## config.mk

```make
export PLATFORM = sky130hd
export DESIGN_NAME = pwm_bank
export DESIGN_NICKNAME = d
export VERILOG_FILES = /design/src/rtl/pwm_pkg.sv /design/src/rtl/pwm_regs.sv /design/src/rtl/pwm_divider.sv /design/src/rtl/pwm_channel.sv /design/src/rtl/pwm_bank.sv
export SDC_FILE = /design/constraint.sdc
export NUM_CORES = 1
export LEC_CHECK = 0
export CAP_MARGIN = 20
export CORE_ASPECT_RATIO = 0.5
export CORE_MARGIN = 2
export CORE_UTILIZATION = 35
export DETAILED_ROUTE_END_ITERATION = 6
export DONT_BUFFER_PORTS = 1
export REMOVE_ABC_BUFFERS = 1
export SLEW_MARGIN = 0
export SYNTH_ARGS = -nofsm -noshare
export SYNTH_HDL_FRONTEND = slang
export SYNTH_HIERARCHICAL = 1
export SYNTH_SLANG_ARGS = --single-unit
```

## constraint.sdc

```tcl
create_clock -name clk -period 10 [get_ports clk]
set_clock_uncertainty 0.15 [all_clocks]
set_input_delay 2 -clock clk [delete_from_list [all_inputs] [get_ports clk]]
set_output_delay 2 -clock clk [all_outputs]
set_load 0.01 [all_outputs]
```

## src/rtl/pwm_pkg.sv

```systemverilog
package pwm_pkg;
  // Byte offsets of the register groups
  localparam int CTRL_OFF  = 0;
  localparam int RUN_OFF   = 4;
  localparam int DIV_BASE  = 8;
  localparam int DUTY_BASE = 24;
  // Field positions
  localparam int BYP_LSB   = 8;
  localparam int SEL_LSB   = 8;
endpackage

```

## src/rtl/pwm_regs.sv

```systemverilog
module pwm_regs
  import pwm_pkg::*;
#(
  parameter int NUM_CH  = 4,
  parameter int DIV_W   = 16,
  parameter int PHASE_W = 8,
  parameter int ADDR_W  = 8,
  parameter int DATA_W  = 32
) (
  input  logic                              clk,
  input  logic                              rst,
  input  logic                              bus_wr,
  input  logic [ADDR_W-1:0]                 bus_addr,
  input  logic [DATA_W-1:0]                 bus_wdata,
  output logic [DATA_W-1:0]                 bus_rdata,
  output logic [NUM_CH-1:0]                 ch_en,
  output logic [NUM_CH-1:0]                 ch_byp,
  output logic [NUM_CH-1:0]                 tb_run,
  output logic [NUM_CH-1:0][DIV_W-1:0]      tb_div,
  output logic [NUM_CH-1:0][PHASE_W-1:0]    ch_duty,
  output logic [NUM_CH-1:0][$clog2(NUM_CH)-1:0] ch_sel
);
  localparam int SEL_W = $clog2(NUM_CH);

  logic              addr_hit;
  logic [DATA_W-1:0] rd_next;

  // Read decode
  always_comb begin
    rd_next  = '0;
    addr_hit = 1'b0;
    if (bus_addr == ADDR_W'(CTRL_OFF)) begin
      addr_hit = 1'b1;
      rd_next[NUM_CH-1:0]        = ch_en;
      rd_next[BYP_LSB +: NUM_CH] = ch_byp;
    end
    if (bus_addr == ADDR_W'(RUN_OFF)) begin
      addr_hit = 1'b1;
      rd_next[NUM_CH-1:0] = tb_run;
    end
    for (int c = 0; c < NUM_CH; c++) begin
      if (bus_addr == ADDR_W'(DIV_BASE + 4*c)) begin
        addr_hit = 1'b1;
        rd_next[DIV_W-1:0] = tb_div[c];
      end
      if (bus_addr == ADDR_W'(DUTY_BASE + 4*c)) begin
        addr_hit = 1'b1;
        rd_next[PHASE_W-1:0]      = ch_duty[c];
        rd_next[SEL_LSB +: SEL_W] = ch_sel[c];
      end
    end
  end

  always_ff @(posedge clk) begin
    if (rst) bus_rdata <= '0;
    else     bus_rdata <= rd_next;
  end

  // Write path
  always_ff @(posedge clk) begin
    if (rst) begin
      ch_en   <= '0;
      ch_byp  <= '0;
      tb_run  <= '0;
      tb_div  <= '0;
      ch_duty <= '0;
      ch_sel  <= '0;
    end else if (bus_wr) begin
      if (bus_addr == ADDR_W'(CTRL_OFF)) begin
        ch_en  <= bus_wdata[NUM_CH-1:0];
        ch_byp <= bus_wdata[BYP_LSB +: NUM_CH];
      end
      if (bus_addr == ADDR_W'(RUN_OFF))
        tb_run <= bus_wdata[NUM_CH-1:0];
      for (int c = 0; c < NUM_CH; c++) begin
        if (bus_addr == ADDR_W'(DIV_BASE + 4*c))
          tb_div[c] <= bus_wdata[DIV_W-1:0];
        if (bus_addr == ADDR_W'(DUTY_BASE + 4*c)) begin
          ch_duty[c] <= bus_wdata[PHASE_W-1:0];
          ch_sel[c]  <= bus_wdata[SEL_LSB +: SEL_W];
        end
      end
    end
  end

  assert_unmapped_zero_R3: assert property (@(posedge clk) disable iff (rst)
    !addr_hit |=> (bus_rdata == '0));

  assert_run_write_R2: assert property (@(posedge clk) disable iff (rst)
    (bus_wr && bus_addr == ADDR_W'(RUN_OFF)) |=> (tb_run == $past(bus_wdata[NUM_CH-1:0])));
endmodule

```

## src/rtl/pwm_divider.sv

```systemverilog
module pwm_divider #(
  parameter int DIV_W   = 16,
  parameter int PHASE_W = 8
) (
  input  logic               clk,
  input  logic               rst,
  input  logic               run,
  input  logic [DIV_W-1:0]   div_val,
  output logic [PHASE_W-1:0] phase
);
  logic [DIV_W-1:0] pre;
  logic             active;
  logic             tick;

  assign active = run && (div_val != '0);
  // Using >= lets a shrinking divide value take effect at once
  assign tick   = active && (pre >= div_val - DIV_W'(1));

  always_ff @(posedge clk) begin
    if (rst || !active) begin
      pre   <= '0;
      phase <= '0;
    end else if (tick) begin
      pre   <= '0;
      phase <= phase + PHASE_W'(1);
    end else begin
      pre   <= pre + DIV_W'(1);
    end
  end

  assert_idle_phase_zero_R8: assert property (@(posedge clk) disable iff (rst)
    !active |=> (phase == '0));

  assert_phase_hold_R4: assert property (@(posedge clk) disable iff (rst)
    (active && !tick) |=> $stable(phase));

  assert_pre_bound_R4: assert property (@(posedge clk) disable iff (rst)
    (active && $stable(div_val)) |-> (pre < div_val));
endmodule

```

## src/rtl/pwm_channel.sv

```systemverilog
module pwm_channel #(
  parameter int NUM_CH  = 4,
  parameter int PHASE_W = 8
) (
  input  logic                           clk,
  input  logic                           rst,
  input  logic                           en,
  input  logic                           byp,
  input  logic [PHASE_W-1:0]             duty,
  input  logic [$clog2(NUM_CH)-1:0]      sel,
  input  logic [NUM_CH-1:0][PHASE_W-1:0] phases,
  output logic                           pwm
);
  logic [PHASE_W-1:0] cur_phase;

  assign cur_phase = phases[sel];

  always_ff @(posedge clk) begin
    if (rst) pwm <= 1'b0;
    else     pwm <= en && (byp || (cur_phase < duty));
  end

  assert_disabled_low_R7: assert property (@(posedge clk) disable iff (rst)
    !en |=> !pwm);

  assert_bypass_high_R6: assert property (@(posedge clk) disable iff (rst)
    (en && byp) |=> pwm);
endmodule

```

## src/rtl/pwm_bank.sv

```systemverilog
module pwm_bank #(
  parameter int NUM_CH  = 4,
  parameter int DIV_W   = 16,
  parameter int PHASE_W = 8,
  parameter int ADDR_W  = 8,
  parameter int DATA_W  = 32
) (
  input  logic              clk,
  input  logic              rst,
  input  logic              bus_wr,
  input  logic [ADDR_W-1:0] bus_addr,
  input  logic [DATA_W-1:0] bus_wdata,
  output logic [DATA_W-1:0] bus_rdata,
  output logic [NUM_CH-1:0] pwm_out
);
  localparam int SEL_W = $clog2(NUM_CH);

  logic [NUM_CH-1:0]               ch_en;
  logic [NUM_CH-1:0]               ch_byp;
  logic [NUM_CH-1:0]               tb_run;
  logic [NUM_CH-1:0][DIV_W-1:0]    tb_div;
  logic [NUM_CH-1:0][PHASE_W-1:0]  ch_duty;
  logic [NUM_CH-1:0][SEL_W-1:0]    ch_sel;
  logic [NUM_CH-1:0][PHASE_W-1:0]  phases;

  pwm_regs #(
    .NUM_CH(NUM_CH), .DIV_W(DIV_W), .PHASE_W(PHASE_W),
    .ADDR_W(ADDR_W), .DATA_W(DATA_W)
  ) u_regs (
    .clk(clk), .rst(rst),
    .bus_wr(bus_wr), .bus_addr(bus_addr), .bus_wdata(bus_wdata), .bus_rdata(bus_rdata),
    .ch_en(ch_en), .ch_byp(ch_byp), .tb_run(tb_run), .tb_div(tb_div),
    .ch_duty(ch_duty), .ch_sel(ch_sel)
  );

  for (genvar g = 0; g < NUM_CH; g++) begin : g_tb
    pwm_divider #(.DIV_W(DIV_W), .PHASE_W(PHASE_W)) u_div (
      .clk(clk), .rst(rst), .run(tb_run[g]), .div_val(tb_div[g]), .phase(phases[g])
    );
  end

  for (genvar g = 0; g < NUM_CH; g++) begin : g_ch
    pwm_channel #(.NUM_CH(NUM_CH), .PHASE_W(PHASE_W)) u_ch (
      .clk(clk), .rst(rst), .en(ch_en[g]), .byp(ch_byp[g]),
      .duty(ch_duty[g]), .sel(ch_sel[g]), .phases(phases), .pwm(pwm_out[g])
    );
  end
endmodule

```

==> results.toml <==
[critical_path]
arrival_ps = 4540
cp_cell_sequence = "or3_1, or3b_4, or3_4, nor4_1, xnor2_1, ha_1, a21oi_1, a21boi_0, a311oi_2, nand2_1, or2_1, nor2_1"
cp.depth = 12
crit_fanout = 16
cp-end-kind = "flop"
critPathLaunch = "u_regs/tb_div[19]$_SDFFE_PP0P_"
r2r_slack_ps = 5780
crit_slowest_cell = "a311oi_2"
required_ps = 10330
rr_endpoint = "g_tb[1].u_div/pre[7]$_SDFF_PP0_"
critPathBufInv = 0
worstSetupPathType = "reg2reg"
reg2reg_depth = 12
reg2reg_from = "u_regs/tb_div[19]$_SDFFE_PP0P_"
max_stage_delay_ps = 520
cp-start-kind = "flop"
critPathTopFamily = "simple AND/OR/NAND/NOR gates"

[placed_design]
portBuffers = 0
hpwl_microns = 29770
gp_congestion = 0.9171
dp_cells = 2147

[route]
wl_met3_microns = 2990
routedWlPerCell_microns = 18.84
routed.top_layer = "met4"
remaining_drc_errors = 0
drt_wl_total_microns = 41310
vias = 12230
viasPerCell = 5.575
met1Wirelength_microns = 18870
drtIter0Drc = 1320
wl_met2_microns = 18470
drtAntennaViolNets = 0
drtPass1Iterations = 6

[clock_network]
cts_sinks = 232
cts_made_buffers = 25
htree_levels = 1
cts_resized = 0
post_cts_buffers = 0
clockBufferDepth = 3
cts_tree = "done"
clk_pin_slew_ps = 70
clk_latency_ps = 550
cts_hold_buf = 0
cts-root-buf = "clkbuf_16"

[yosys]
netlist.top_cell.by_area = "dfxtp_1"
synth-warning-count = 6
ys_async_sr_fraction_pct = 0
synthFlopType = "dfxtp_1"
synth.area.top_cells = "dfxtp_1 (32%), ha_1 (9.0%), a21oi_1 (6.3%)"
ys_ff_latch = 232
yosysTopAreaCellShare_pct = 32.04
synth_edf_count = 0
ys_seq_area_share_pct = 32.04
synth_area_per_cell_sq_um = 8.602
synth_cells = 1685
synth.distinct_cells = 78
netlist_area_sq_um = 14500

[die]
die_area_sq_um = 43160
rows = 52
core_sq_um = 40660
io_pins = 79
die_h_microns = 147.9
initial_core_util_pct = 35.65
die-width_microns = 291.8

[status]
outcome = "finished, final reports clean"

[timing]
period_share_pct = 42.18
max_slew_margin_pct = 22.97
fmax_mhz = 237.1
tns_ps = 0
slew_violations = 0
rsz0062_at_grt = "false"
hold_viol_final = 0
worstMarginPinSlew_ps = 1154
setup_violations = 0
layout_min_cycle_time_ps = 4218

[cells_and_area]
n_antenna_cell = 0
regArea_sq_um = 4644
drive_above_1_share_pct = 8.711
fin_cells = 2193
fin_nets = 1782
syn2layout_area_growth_pct = 7.527
fill_cells = 4079
multi_input_area_sq_um = 9082

[worst_hold_path]
min_path_type = "reg2reg"
hold_path_depth = 1
holdPathEnd = "g_tb[3].u_div/pre[0]$_SDFF_PP0_"
hp-start = "g_tb[3].u_div/pre[0]$_SDFF_PP0_"

[global_route]
first_global_vias = 11070
grt_pass1_wl_microns = 64320
grt_max_degree = 138
grt_antenna_before_repair = 0
overflow = 0
grt_use_total_pct = 18.72

[power]
ir_drop_mv = 0.09876
cellLeakagePower_nw = 5.687
powerDensity_nw_per_um2 = 127.8

[job]
drv_cap = 0
[worst max path at each step]
stage / to / slack [ps]
3_3_place_gp: u_regs/bus_rdata[4]$_SDFF_PP0_ / 5580
6_report: g_tb[1].u_div/pre[7]$_SDFF_PP0_ / 5780
5_1_grt: g_tb[1].u_div/pre[12]$_SDFF_PP0_ / 5450
4_1_cts: g_tb[1].u_div/pre[6]$_SDFF_PP0_ / 5710
3_5_place_dp: u_regs/bus_rdata[4]$_SDFF_PP0_ / 5560
2_1_floorplan: u_regs/tb_div[16]$_SDFFE_PP0P_ / 4860
[area by class of cell]
cell class | instances | share of cell area, %
multi-input combinational | 1308 | 58.27
sequential | 232 | 29.80
tap | 540 | 4.335
clock buffer | 29 | 4.303
clock inverter | 16 | 1.509
inverter | 62 | 1.493
timing repair buffer | 6 | 0.2890
[registers in the layout (all words and copies together) (netlist names)]
| register | flops |
|---|---|
| u_regs/ch_sel | 8 |
| u_regs/ch_byp | 4 |
| u_regs/ch_duty | 32 |
| u_regs/bus_rdata | 16 |
| u_regs/tb_run | 4 |
| g_ch.u_ch/pwm | 4 |
| g_tb.u_div/pre | 64 |
| u_regs/ch_en | 4 |
| g_tb.u_div/phase | 32 |
| u_regs/tb_div | 64 |
[power by group]
| group | switching [mW] | leakage [nW] | internal (mW) |
|---|---|---|---|
| registers | 0.00136 | 1.87 | 0.925 |
| logic | 0.0242 | 3.38 | 0.0150 |
| clock network | 0.411 | 0.436 | 0.615 |
[routing by layer]
layer	track usage, %	vias to the layer above
met5	0	-
met4	4.510	0
met3	3.142	57
met2	30.12	413
met1	26.15	5840
li1	-	5916
[synthesized netlist by cell type, drive strengths merged (8+ instances only)]
master  instances
nor3           28
mux2i          22
xor2           42
or3            28
dfxtp         232
a211oi         10
clkbuf         33
buf            65
nor4           15
ha            104
or4             9
nand2b         11
nand2         231
nand3         119
and3           22
inv            62
o22ai           8
nor2          144
xnor2          76
nand4          20
a21oi         182
a22oi           9
o21ai          51
nor2b           9
mux4           28
a221oi         13
nor3b          10
[metrics by stage]
stage / hold WS (ps) / power (mW) / worst slack (ps) / utilization [%] / cell area (sq um)
after CTS: 319.1 / 2.012 / 5713 / 38.31 / 15580
after global placement: 297.4 / 0.9844 / 5579 / 36.08 / 14670
after detailed placement: 301.8 / 0.9848 / 5557 / 36.08 / 14670
after global routing: 336.2 / 2.057 / 5447 / 38.33 / 15590
after floorplan: 279.7 / 0.9754 / 4855 / - / 13920
final: 315.7 / 1.991 / 5782 / 38.33 / 15590
[kinds of logic after synthesis]
kind of cell | synth area share, %
other | 0.02587
buffers and inverters | 5.956
and+or+nand+nor | 24.17
AOI/OAI and AO/OA | 14.80
adders and majority gates | 8.977
xor gates and xnor gates | 7.130
DFF | 32.04
muxes | 6.905
[cell usage in the layout (no fill, tap or decap), types with 9 or more instances in the layout]
cell / n
a22oi_1: 9
nor3_1: 21
a221oi_1: 13
dfxtp_1: 232
nand2_1: 228
a211oi_1: 10
or3_2: 12
mux4_1: 28
mux2i_1: 22
xnor2_1: 76
ha_1: 104
nand3_1: 119
nor4_1: 14
a21oi_1: 182
and3_1: 22
inv_1: 62
o21ai_0: 50
nor2_2: 31
nand4_1: 20
clkbuf_16: 25
or3_1: 12
nand2b_1: 11
conb_1: 16
xor2_1: 42
nor2_1: 109
nor2b_1: 9
No activity file was read; power rests on OpenSTA's default activity.
